[src/rtl/dcb_pkg.sv]
package dcb_pkg;
  // Which pipe owns a bank in a given cycle.
  typedef enum logic [1:0] {
    OWN_NONE = 2'd0,
    OWN_PRI  = 2'd1,
    OWN_SEC  = 2'd2,
    OWN_BOTH = 2'd3
  } bank_owner_e;
endpackage

[src/rtl/dcb_req_decode.sv]
module dcb_req_decode #(
  parameter int ADDR_W     = 16,
  parameter int NUM_BANKS  = 8,
  parameter int WORD_BYTES = 4,
  localparam int OFF_W  = $clog2(WORD_BYTES),
  localparam int BANK_W = $clog2(NUM_BANKS),
  localparam int ROW_W  = ADDR_W - OFF_W - BANK_W,
  localparam int WORD_W = ADDR_W - OFF_W
) (
  input  logic [ADDR_W-1:0] addr,
  output logic [BANK_W-1:0] bank,
  output logic [ROW_W-1:0]  row,
  output logic [WORD_W-1:0] word
);
  // Word-interleaved banks: low word bits pick the bank, the rest pick the row.
  assign word = addr[ADDR_W-1:OFF_W];
  assign bank = addr[OFF_W +: BANK_W];
  assign row  = addr[ADDR_W-1:OFF_W+BANK_W];
endmodule

[src/rtl/dcb_conflict_cmp.sv]
module dcb_conflict_cmp #(
  parameter int BANK_W = 3,
  parameter int WORD_W = 14
) (
  input  logic              p_vld,
  input  logic              p_wr,
  input  logic [BANK_W-1:0] p_bank,
  input  logic [WORD_W-1:0] p_word,
  input  logic              s_vld,
  input  logic              s_wr,
  input  logic [BANK_W-1:0] s_bank,
  input  logic [WORD_W-1:0] s_word,
  output logic              conflict,
  output logic              shared
);
  logic both_vld;
  logic same_bank;
  logic read_pair_same_word;

  assign both_vld            = p_vld & s_vld;
  assign same_bank           = (p_bank == s_bank);
  assign read_pair_same_word = ~p_wr & ~s_wr & (p_word == s_word);

  assign shared   = both_vld & same_bank & read_pair_same_word;
  assign conflict = both_vld & same_bank & ~read_pair_same_word;
endmodule

[src/rtl/dcb_replay_slot.sv]
module dcb_replay_slot #(
  parameter int ADDR_W = 16
) (
  input  logic              clk,
  input  logic              rst,
  input  logic              in_vld,
  input  logic [ADDR_W-1:0] in_addr,
  input  logic              in_wr,
  input  logic              park,
  output logic              eff_vld,
  output logic [ADDR_W-1:0] eff_addr,
  output logic              eff_wr,
  output logic              held
);
  logic              hold_vld;
  logic [ADDR_W-1:0] hold_addr;
  logic              hold_wr;

  // A parked request replaces the secondary port until it is served.
  assign eff_vld  = hold_vld ? 1'b1      : in_vld;
  assign eff_addr = hold_vld ? hold_addr : in_addr;
  assign eff_wr   = hold_vld ? hold_wr   : in_wr;
  assign held     = hold_vld;

  always_ff @(posedge clk) begin
    if (rst) begin
      hold_vld  <= 1'b0;
      hold_addr <= '0;
      hold_wr   <= 1'b0;
    end else begin
      hold_vld <= park;
      if (park) begin
        hold_addr <= eff_addr;
        hold_wr   <= eff_wr;
      end
    end
  end
endmodule

[src/rtl/dcb_bank_route.sv]
module dcb_bank_route
  import dcb_pkg::*;
#(
  parameter int NUM_BANKS = 8,
  parameter int ROW_W     = 11,
  localparam int BANK_W = $clog2(NUM_BANKS)
) (
  input  logic                             p_go,
  input  logic                             p_wr,
  input  logic [BANK_W-1:0]                p_bank,
  input  logic [ROW_W-1:0]                 p_row,
  input  logic                             s_go,
  input  logic                             s_wr,
  input  logic [BANK_W-1:0]                s_bank,
  input  logic [ROW_W-1:0]                 s_row,
  output logic [NUM_BANKS-1:0]             en,
  output logic [NUM_BANKS-1:0]             we,
  output logic [NUM_BANKS-1:0][ROW_W-1:0]  row
);
  for (genvar b = 0; b < NUM_BANKS; b++) begin : g_bank
    bank_owner_e owner;
    logic        p_hit;
    logic        s_hit;

    assign p_hit = p_go & (p_bank == BANK_W'(b));
    assign s_hit = s_go & (s_bank == BANK_W'(b));
    assign owner = bank_owner_e'({s_hit, p_hit});

    always_comb begin
      en[b]  = 1'b0;
      we[b]  = 1'b0;
      row[b] = '0;
      unique case (owner)
        OWN_PRI, OWN_BOTH: begin
          en[b]  = 1'b1;
          we[b]  = p_wr;
          row[b] = p_row;
        end
        OWN_SEC: begin
          en[b]  = 1'b1;
          we[b]  = s_wr;
          row[b] = s_row;
        end
        default: ;
      endcase
    end
  end
endmodule

[src/rtl/dcb_bank_arbiter.sv]
module dcb_bank_arbiter #(
  parameter int ADDR_W     = 16,
  parameter int NUM_BANKS  = 8,
  parameter int WORD_BYTES = 4,
  localparam int OFF_W  = $clog2(WORD_BYTES),
  localparam int BANK_W = $clog2(NUM_BANKS),
  localparam int ROW_W  = ADDR_W - OFF_W - BANK_W,
  localparam int WORD_W = ADDR_W - OFF_W
) (
  input  logic                            clk,
  input  logic                            rst,
  input  logic                            p_valid,
  input  logic [ADDR_W-1:0]               p_addr,
  input  logic                            p_write,
  input  logic                            s_valid,
  input  logic [ADDR_W-1:0]               s_addr,
  input  logic                            s_write,
  output logic                            p_grant,
  output logic                            s_grant,
  output logic                            s_stall,
  output logic [BANK_W-1:0]               p_bank,
  output logic [BANK_W-1:0]               s_bank,
  output logic [NUM_BANKS-1:0]            bank_en,
  output logic [NUM_BANKS-1:0]            bank_we,
  output logic [NUM_BANKS-1:0][ROW_W-1:0] bank_addr
);
  // Effective secondary request (replay slot or port)
  logic              sec_vld;
  logic [ADDR_W-1:0] sec_addr;
  logic              sec_wr;
  logic              sec_held;

  // Decoded fields
  logic [BANK_W-1:0] pri_bank_d, sec_bank_d;
  logic [ROW_W-1:0]  pri_row_d,  sec_row_d;
  logic [WORD_W-1:0] pri_word_d, sec_word_d;

  logic conflict;
  logic shared;
  logic pri_go;
  logic sec_go;
  logic park;

  logic [NUM_BANKS-1:0]            en_d;
  logic [NUM_BANKS-1:0]            we_d;
  logic [NUM_BANKS-1:0][ROW_W-1:0] row_d;

  dcb_replay_slot #(.ADDR_W(ADDR_W)) u_slot (
    .clk      (clk),
    .rst      (rst),
    .in_vld   (s_valid),
    .in_addr  (s_addr),
    .in_wr    (s_write),
    .park     (park),
    .eff_vld  (sec_vld),
    .eff_addr (sec_addr),
    .eff_wr   (sec_wr),
    .held     (sec_held)
  );

  dcb_req_decode #(
    .ADDR_W(ADDR_W), .NUM_BANKS(NUM_BANKS), .WORD_BYTES(WORD_BYTES)
  ) u_dec_pri (
    .addr (p_addr),
    .bank (pri_bank_d),
    .row  (pri_row_d),
    .word (pri_word_d)
  );

  dcb_req_decode #(
    .ADDR_W(ADDR_W), .NUM_BANKS(NUM_BANKS), .WORD_BYTES(WORD_BYTES)
  ) u_dec_sec (
    .addr (sec_addr),
    .bank (sec_bank_d),
    .row  (sec_row_d),
    .word (sec_word_d)
  );

  dcb_conflict_cmp #(.BANK_W(BANK_W), .WORD_W(WORD_W)) u_cmp (
    .p_vld    (p_valid),
    .p_wr     (p_write),
    .p_bank   (pri_bank_d),
    .p_word   (pri_word_d),
    .s_vld    (sec_vld),
    .s_wr     (sec_wr),
    .s_bank   (sec_bank_d),
    .s_word   (sec_word_d),
    .conflict (conflict),
    .shared   (shared)
  );

  // Primary always wins; the secondary loses only on a real conflict.
  assign pri_go = p_valid;
  assign sec_go = sec_vld & ~conflict;
  assign park   = sec_vld & conflict;

  dcb_bank_route #(.NUM_BANKS(NUM_BANKS), .ROW_W(ROW_W)) u_route (
    .p_go   (pri_go),
    .p_wr   (p_write),
    .p_bank (pri_bank_d),
    .p_row  (pri_row_d),
    .s_go   (sec_go),
    .s_wr   (sec_wr),
    .s_bank (sec_bank_d),
    .s_row  (sec_row_d),
    .en     (en_d),
    .we     (we_d),
    .row    (row_d)
  );

  always_ff @(posedge clk) begin
    if (rst) begin
      p_grant   <= 1'b0;
      s_grant   <= 1'b0;
      s_stall   <= 1'b0;
      p_bank    <= '0;
      s_bank    <= '0;
      bank_en   <= '0;
      bank_we   <= '0;
      bank_addr <= '0;
    end else begin
      p_grant   <= pri_go;
      s_grant   <= sec_go;
      s_stall   <= park;
      p_bank    <= pri_bank_d;
      s_bank    <= sec_bank_d;
      bank_en   <= en_d;
      bank_we   <= we_d;
      bank_addr <= row_d;
    end
  end
endmodule

[config.mk]
export PLATFORM = sky130hd
export DESIGN_NAME = dcb_bank_arbiter
export DESIGN_NICKNAME = d
export VERILOG_FILES = /design/src/rtl/dcb_pkg.sv /design/src/rtl/dcb_req_decode.sv /design/src/rtl/dcb_conflict_cmp.sv /design/src/rtl/dcb_replay_slot.sv /design/src/rtl/dcb_bank_route.sv /design/src/rtl/dcb_bank_arbiter.sv
export SDC_FILE = /design/constraint.sdc
export NUM_CORES = 1
export LEC_CHECK = 0
export BUFFER_PORTS_ARGS = -buffer_cell sky130_fd_sc_hd__buf_2
export CAP_MARGIN = 10
export CORE_UTILIZATION = 47
export CTS_BUF_LIST = sky130_fd_sc_hd__clkbuf_2 sky130_fd_sc_hd__clkbuf_4 sky130_fd_sc_hd__clkbuf_8
export DETAILED_ROUTE_END_ITERATION = 12
export GPL_ROUTABILITY_DRIVEN = 0
export GPL_TIMING_DRIVEN = 1
export PLACE_DENSITY = 0.74
export SYNTH_ARGS = -nofsm -noshare
export SYNTH_HDL_FRONTEND = slang
export SYNTH_SLANG_ARGS = --single-unit
[constraint.sdc]
create_clock -name clk -period 2.1 [get_ports clk]
set_input_delay 0.21 -clock clk [delete_from_list [all_inputs] [get_ports clk]]
set_output_delay 0.21 -clock clk [all_outputs]
set_load 0.01 [all_outputs]
# == Word-level counts from Yosys, hierarchy flattened ==
# Index checks and enable logic that the tools add are counted.
# Widths: inputs -> output; s select.
# totals
regBits,130
latchBits,0
ramBits,0
mem_bits_ro,0
in_bits,38
out_inout_bits,113
elab_cells,132
mem_count,0
# classes
n_addsub,0
n_mul,0
n_div,0
n_lt_le_gt_ge,0
eq_ne,40
shift,0
muxes,27
n_bitwise,28
n_reduce_logical,19
# op_table
operator,n
$pmux 11 s2,8
$eq 2x2->1 const B,16
$eq 3x3->1 const B,8
$reduce_or 3->1,8
$and 1x1->1,23
$eq 2x1->1 const B,8
$mux 16,1
$pmux 1 s2,8
$reduce_or 2->1,8
$eq 14x14->1,1
$eq 3x2->1 const B,4
$mux 1,10
$eq 3x1->1 const B,2
$logic_not 3->1,2
$not 1->1,5
$eq 3x3->1,1
$reduce_and 2->1,1

# == Depth between registers and ports, before layout ==
# logic_depth
ltp_word,12
depth_mapped,9
depth_no_buf,6

# == Cells and area by module ==
# A second synthesis with hierarchy kept.
# unflattened
cells_unflattened,603
hier_area_um2,6133.4
# modules_own_cells
mod,n_inst,cells_per_inst,area_per_inst_um2,seq_area_each_um2
dcb_bank_arbiter,1,240,3062.9,2262.2
dcb_bank_route,1,183,1347.5,0.0
dcb_replay_slot,1,97,1091.0,360.3
dcb_req_decode,2,28,210.2,0.0
dcb_conflict_cmp,1,27,211.5,0.0

# == Worst setup path before layout ==
# No wires, ideal clock.
# synth_path
path_kind,flip-flop to flip-flop
startpoint,reg u_slot.hold_vld (netlist: u_slot.held)
endpoint,reg u_slot.hold_addr[3]
t_arrival_ns,2.054
path_slack_ns,-0.074
stages_incl_launch_ff,9
synth_period_minus_slack_ns,2.174
cell_sequence,dfxtp_1 buf_6 buf_8 mux2_4 xor2_2 nor4_4 nand3_4 nand2_1 mux2_2
# synth_via
elab_chain_cells,7
word_cells_on_any_way,13
# synth_rtl
element,line_no,text
start: declaration,dcb_replay_slot.sv:15,logic hold_vld;
start signal: assignment,dcb_replay_slot.sv:31,hold_vld <= park;
branches (longest 7 deep; another with $mux 16),n/a,
end signal: assignment,dcb_replay_slot.sv:33,hold_addr <= eff_addr;
end: declaration,dcb_replay_slot.sv:16,logic [ADDR_W-1:0] hold_addr;
# Parallel ways; which one is timed is not known.
# A chain may end at the register's enable or synchronous reset.

# == Worst setup path after layout ==
# layout_path
startpoint,reg u_slot.hold_vld (netlist: u_slot.held)
endpoint,reg u_slot.hold_addr[6]
# The elaborated chain is that of the path after synthesis.

==> results.sh <==
export IMPL_cpLargestDelayFamily="simple AND/OR/NAND/NOR gates"
export IMPL_peakVddDrop_mv=0.473
export IMPL_coreArea_sq_um=9240
export IMPL_leakagePower_nw=2.63
export IMPL_cp_max_fo=14
export IMPL_timing_max_cap_violations=0
export IMPL_r2r_end="u_slot.hold_addr[6]"
export IMPL_worst_path_buf_inv=1
export IMPL_post_route_util_pct=64.3
export IMPL_crit_path_max_incr_delay_ns=0.48
export IMPL_crit_cells=7
export IMPL_final_setup_tns_ns=0
export IMPL_io_pins=151
export IMPL_worst_r2r_startpoint="u_slot.held"
export IMPL_die_height_um=99.7
export IMPL_tightest_slew_ns=0.502
export IMPL_cp_start_kind="register"
export IMPL_die_area_sq_um=9930
export IMPL_setup_viol=0
export IMPL_finalPower_mw=5.19
export IMPL_rsz0062_at_grt="true"
export IMPL_firstDrtPassIters=7
export IMPL_synth_warnings=0
export IMPL_clock_sinks=128
export IMPL_startpoint="u_slot.held"
export IMPL_syn_nets=474
export IMPL_grt_max_degree=32
export IMPL_wirelength_um=13200
export IMPL_worst_endpoint_arrival_ns=2.45
export IMPL_clk_pin_slew_worst_paths_ns=0.09
export IMPL_ys_types=36
export IMPL_detail_route_antenna_nets=0
export IMPL_post_place_ws_ns=-0.0838
export IMPL_postSynthAreaPerCell_sq_um=10.3
export IMPL_layout_drive_gt1_share_pct=40.6
export IMPL_crit_required_ns=2.46
export IMPL_track_usage_pct=26.6
export IMPL_syn_inst=436
export IMPL_dieWidth_um=99.7
export IMPL_r2r_setup_slack_ns=0.01
export IMPL_h_tree_depth=4
export IMPL_dp_final_hpwl_um=9530
export IMPL_max_slew_margin_pct=66.4
export IMPL_crit_path_end="u_slot.hold_addr[6]"
export IMPL_critPathSlowestCell="dfxtp_4"
export IMPL_ys_ff_latch=128
export IMPL_drcViolationCount=0
export IMPL_fillers=746
export IMPL_floorplan_rows=35
export IMPL_area_growth_pct=32.5
export IMPL_drt_iter0_markers=367
export IMPL_path_class="register to register"
export IMPL_grt_pass1_wl_um=20100
export IMPL_grt_overflow=0
export IMPL_cp_end_kind="register"
export IMPL_wl_per_cell_um=17.6
export IMPL_period_share_pct=99.4
export IMPL_grt_pass1_vias=3970
export IMPL_crit_top_cell="nor3_1"
export IMPL_cts_root_buf="clkbuf_8"
export IMPL_drv_slew=0
export IMPL_cts_buffers=17
export IMPL_path_cells="mux2_4 -> xor2_1 -> nor4_4 -> and3_4 -> buf_4 -> nor3_1 -> nor3_1"
export IMPL_vias=4307
export IMPL_clk_latency_ns=0.44
export IMPL_skew_ns=0.0135
export IMPL_min_period_ns=2.09
export IMPL_antenna_cells=0
export IMPL_syn_cell_area_sq_um=4480
export IMPL_status="finished clean"
export IMPL_antenna_found_initial=0
export IMPL_final_hold_viol_count=0
export IMPL_nNetsFinal=646
export IMPL_initial_core_util_pct=48.5
export IMPL_fmax_mhz=479
export IMPL_cts_path_max_buffers=2
export IMPL_ys_seq_area_share_pct=57.2
export IMPL_pwr_density_cell_nw_per_um2=874
export IMPL_hold_class="primary input to register"
export IMPL_timing_final_ws_setup_ns=0.0122
export IMPL_r2r_cells=7
export IMPL_cts_tree="done"
export IMPL_viasPerCell=5.74
export IMPL_portBuffers=146
-- layout make-up --
class / count / area, sq um / share of cell area (%)
flip-flops and latches: 128 / 2570 / 43.2
inverters: 3 / 11.3 / 0.190
repair buffers: 183 / 1020 / 17.1
clock buffers: 17 / 234 / 3.94
multi-input cells: 275 / 1780 / 29.9
well taps: 129 / 161 / 2.72
clock inverters: 15 / 175 / 2.95
-- repair_timing --
| item | in CTS | in global routing |
|---|---|---|
| endpoints found under the setup margin | 20 | 22 |
| buffers inserted | 0 | 0 |
| hold buffers | 0 | 0 |
| endpoints found under the hold margin | 0 | 0 |
| gates resized for setup | 1 | 7 |
-- Yosys cell counts --
cell type | instances | area, sq um
a21boi_0 | 1 | 7.51
a21oi_1 | 15 | 75.1
a22oi_1 | 1 | 7.51
a311oi_2 | 1 | 15.0
a31oi_1 | 2 | 12.5
a32oi_1 | 1 | 8.76
and3_4 | 1 | 11.3
and4_1 | 2 | 17.5
buf_2 | 3 | 15.0
buf_6 | 3 | 33.8
buf_8 | 1 | 15.0
clkbuf_1 | 22 | 82.6
clkbuf_2 | 1 | 5.00
dfxtp_1 | 128 | 2560
inv_1 | 3 | 11.3
mux2_2 | 11 | 124
mux2_4 | 4 | 60.1
mux2i_1 | 1 | 10.0
nand2_1 | 49 | 184
nand2b_1 | 2 | 12.5
nand3_1 | 6 | 30.0
nand3_4 | 1 | 17.5
nand3b_1 | 2 | 15.0
nand4_1 | 2 | 12.5
nor2_1 | 14 | 52.6
nor2b_1 | 10 | 62.6
nor3_1 | 15 | 75.1
nor3_2 | 10 | 100
nor3b_1 | 1 | 7.51
nor4_4 | 2 | 42.5
o21ai_0 | 5 | 25.0
o21ai_1 | 1 | 5.00
o22ai_1 | 102 | 638
xnor2_1 | 4 | 35.0
xor2_1 | 7 | 61.3
xor2_2 | 2 | 32.5
-- layer usage --
layer / track usage [%] / share of wire, % / vias to the layer above
met2: 41.8 / 47 / 305
met1: 34.4 / 41 / 1991
li1: - / - / 1963
met3: 6.54 / 9.4 / 48
met4: 12.6 / 3.0 / 0
met5: 0 / 0 / -
-- power by group --
group | internal [mW] | switching (mW)
clock | 1.09 | 1.07
combinational | 0.197 | 0.315
sequential | 2.49 | 0.0237
total | 3.78 | 1.41
-- state kept, by name (all words and copies together), names as in the netlist --
register	flops
u_slot.hold_wr	1
u_slot.held	1
bank_en	8
p_grant	1
bank_we	8
p_bank	3
bank_addr	88
s_grant	1
s_bank	3
u_slot.hold_addr	14
-- logic make-up after synthesis --
| kind of cell | after synthesis | share of synthesized area [%] |
|---|---|---|
| flip-flops | 128 | 57.2 |
| buffers and inverters | 33 | 3.63 |
| multiplexers | 16 | 4.33 |
| XOR/XNOR | 13 | 2.87 |
| AO/OA/AOI/OAI | 129 | 17.7 |
| AND/OR/NAND/NOR | 117 | 14.3 |
-- metrics by stage --
step	area (sq um)	std cells	hold slack (ns)
5_1_grt	5940	750	0.0917
2_1_floorplan	4500	436	0.289
3_3_place_gp	5510	718	0.500
3_5_place_dp	5510	718	0.523
4_1_cts	5920	750	0.0838
6_report	5940	750	0.0914
-- worst min-delay path by stage --
stage	from	endpoint	slack (ns)	depth (start not counted)
floorplan	rst	s_bank[2]	0.29	1
global placement	u_slot.hold_addr[6]	u_slot.hold_addr[6]	0.50	2
detailed placement	u_slot.hold_addr[5]	u_slot.hold_addr[5]	0.52	2
CTS	p_addr[2]	p_bank[0]	0.08	2
global route	p_valid	p_grant	0.09	2
finish	p_addr[2]	p_bank[0]	0.09	2
-- layout by cell type (no fill, tap or decap), drive strengths merged, types with 2 or more instances in the layout --
master / Yosys / layout
buf: 7 / 183
dfxtp: 128 / 128
o22ai: 102 / 102
nand2: 49 / 49
nor3: 25 / 25
clkbuf: 23 / 17
a21oi: 15 / 15
mux2: 15 / 15
nor2: 14 / 14
inv: 3 / 11
nor2b: 10 / 10
xor2: 9 / 9
nand3: 7 / 7
o21ai: 6 / 6
xnor2: 4 / 4
clkinvlp: 0 / 3
nand2b: 2 / 2
nand3b: 2 / 2
a31oi: 2 / 2
nor4: 2 / 2
nand4: 2 / 2
clkinv: 0 / 2
bufinv: 0 / 2
and4: 2 / 2
No activity file was read; power rests on OpenSTA's default activity.
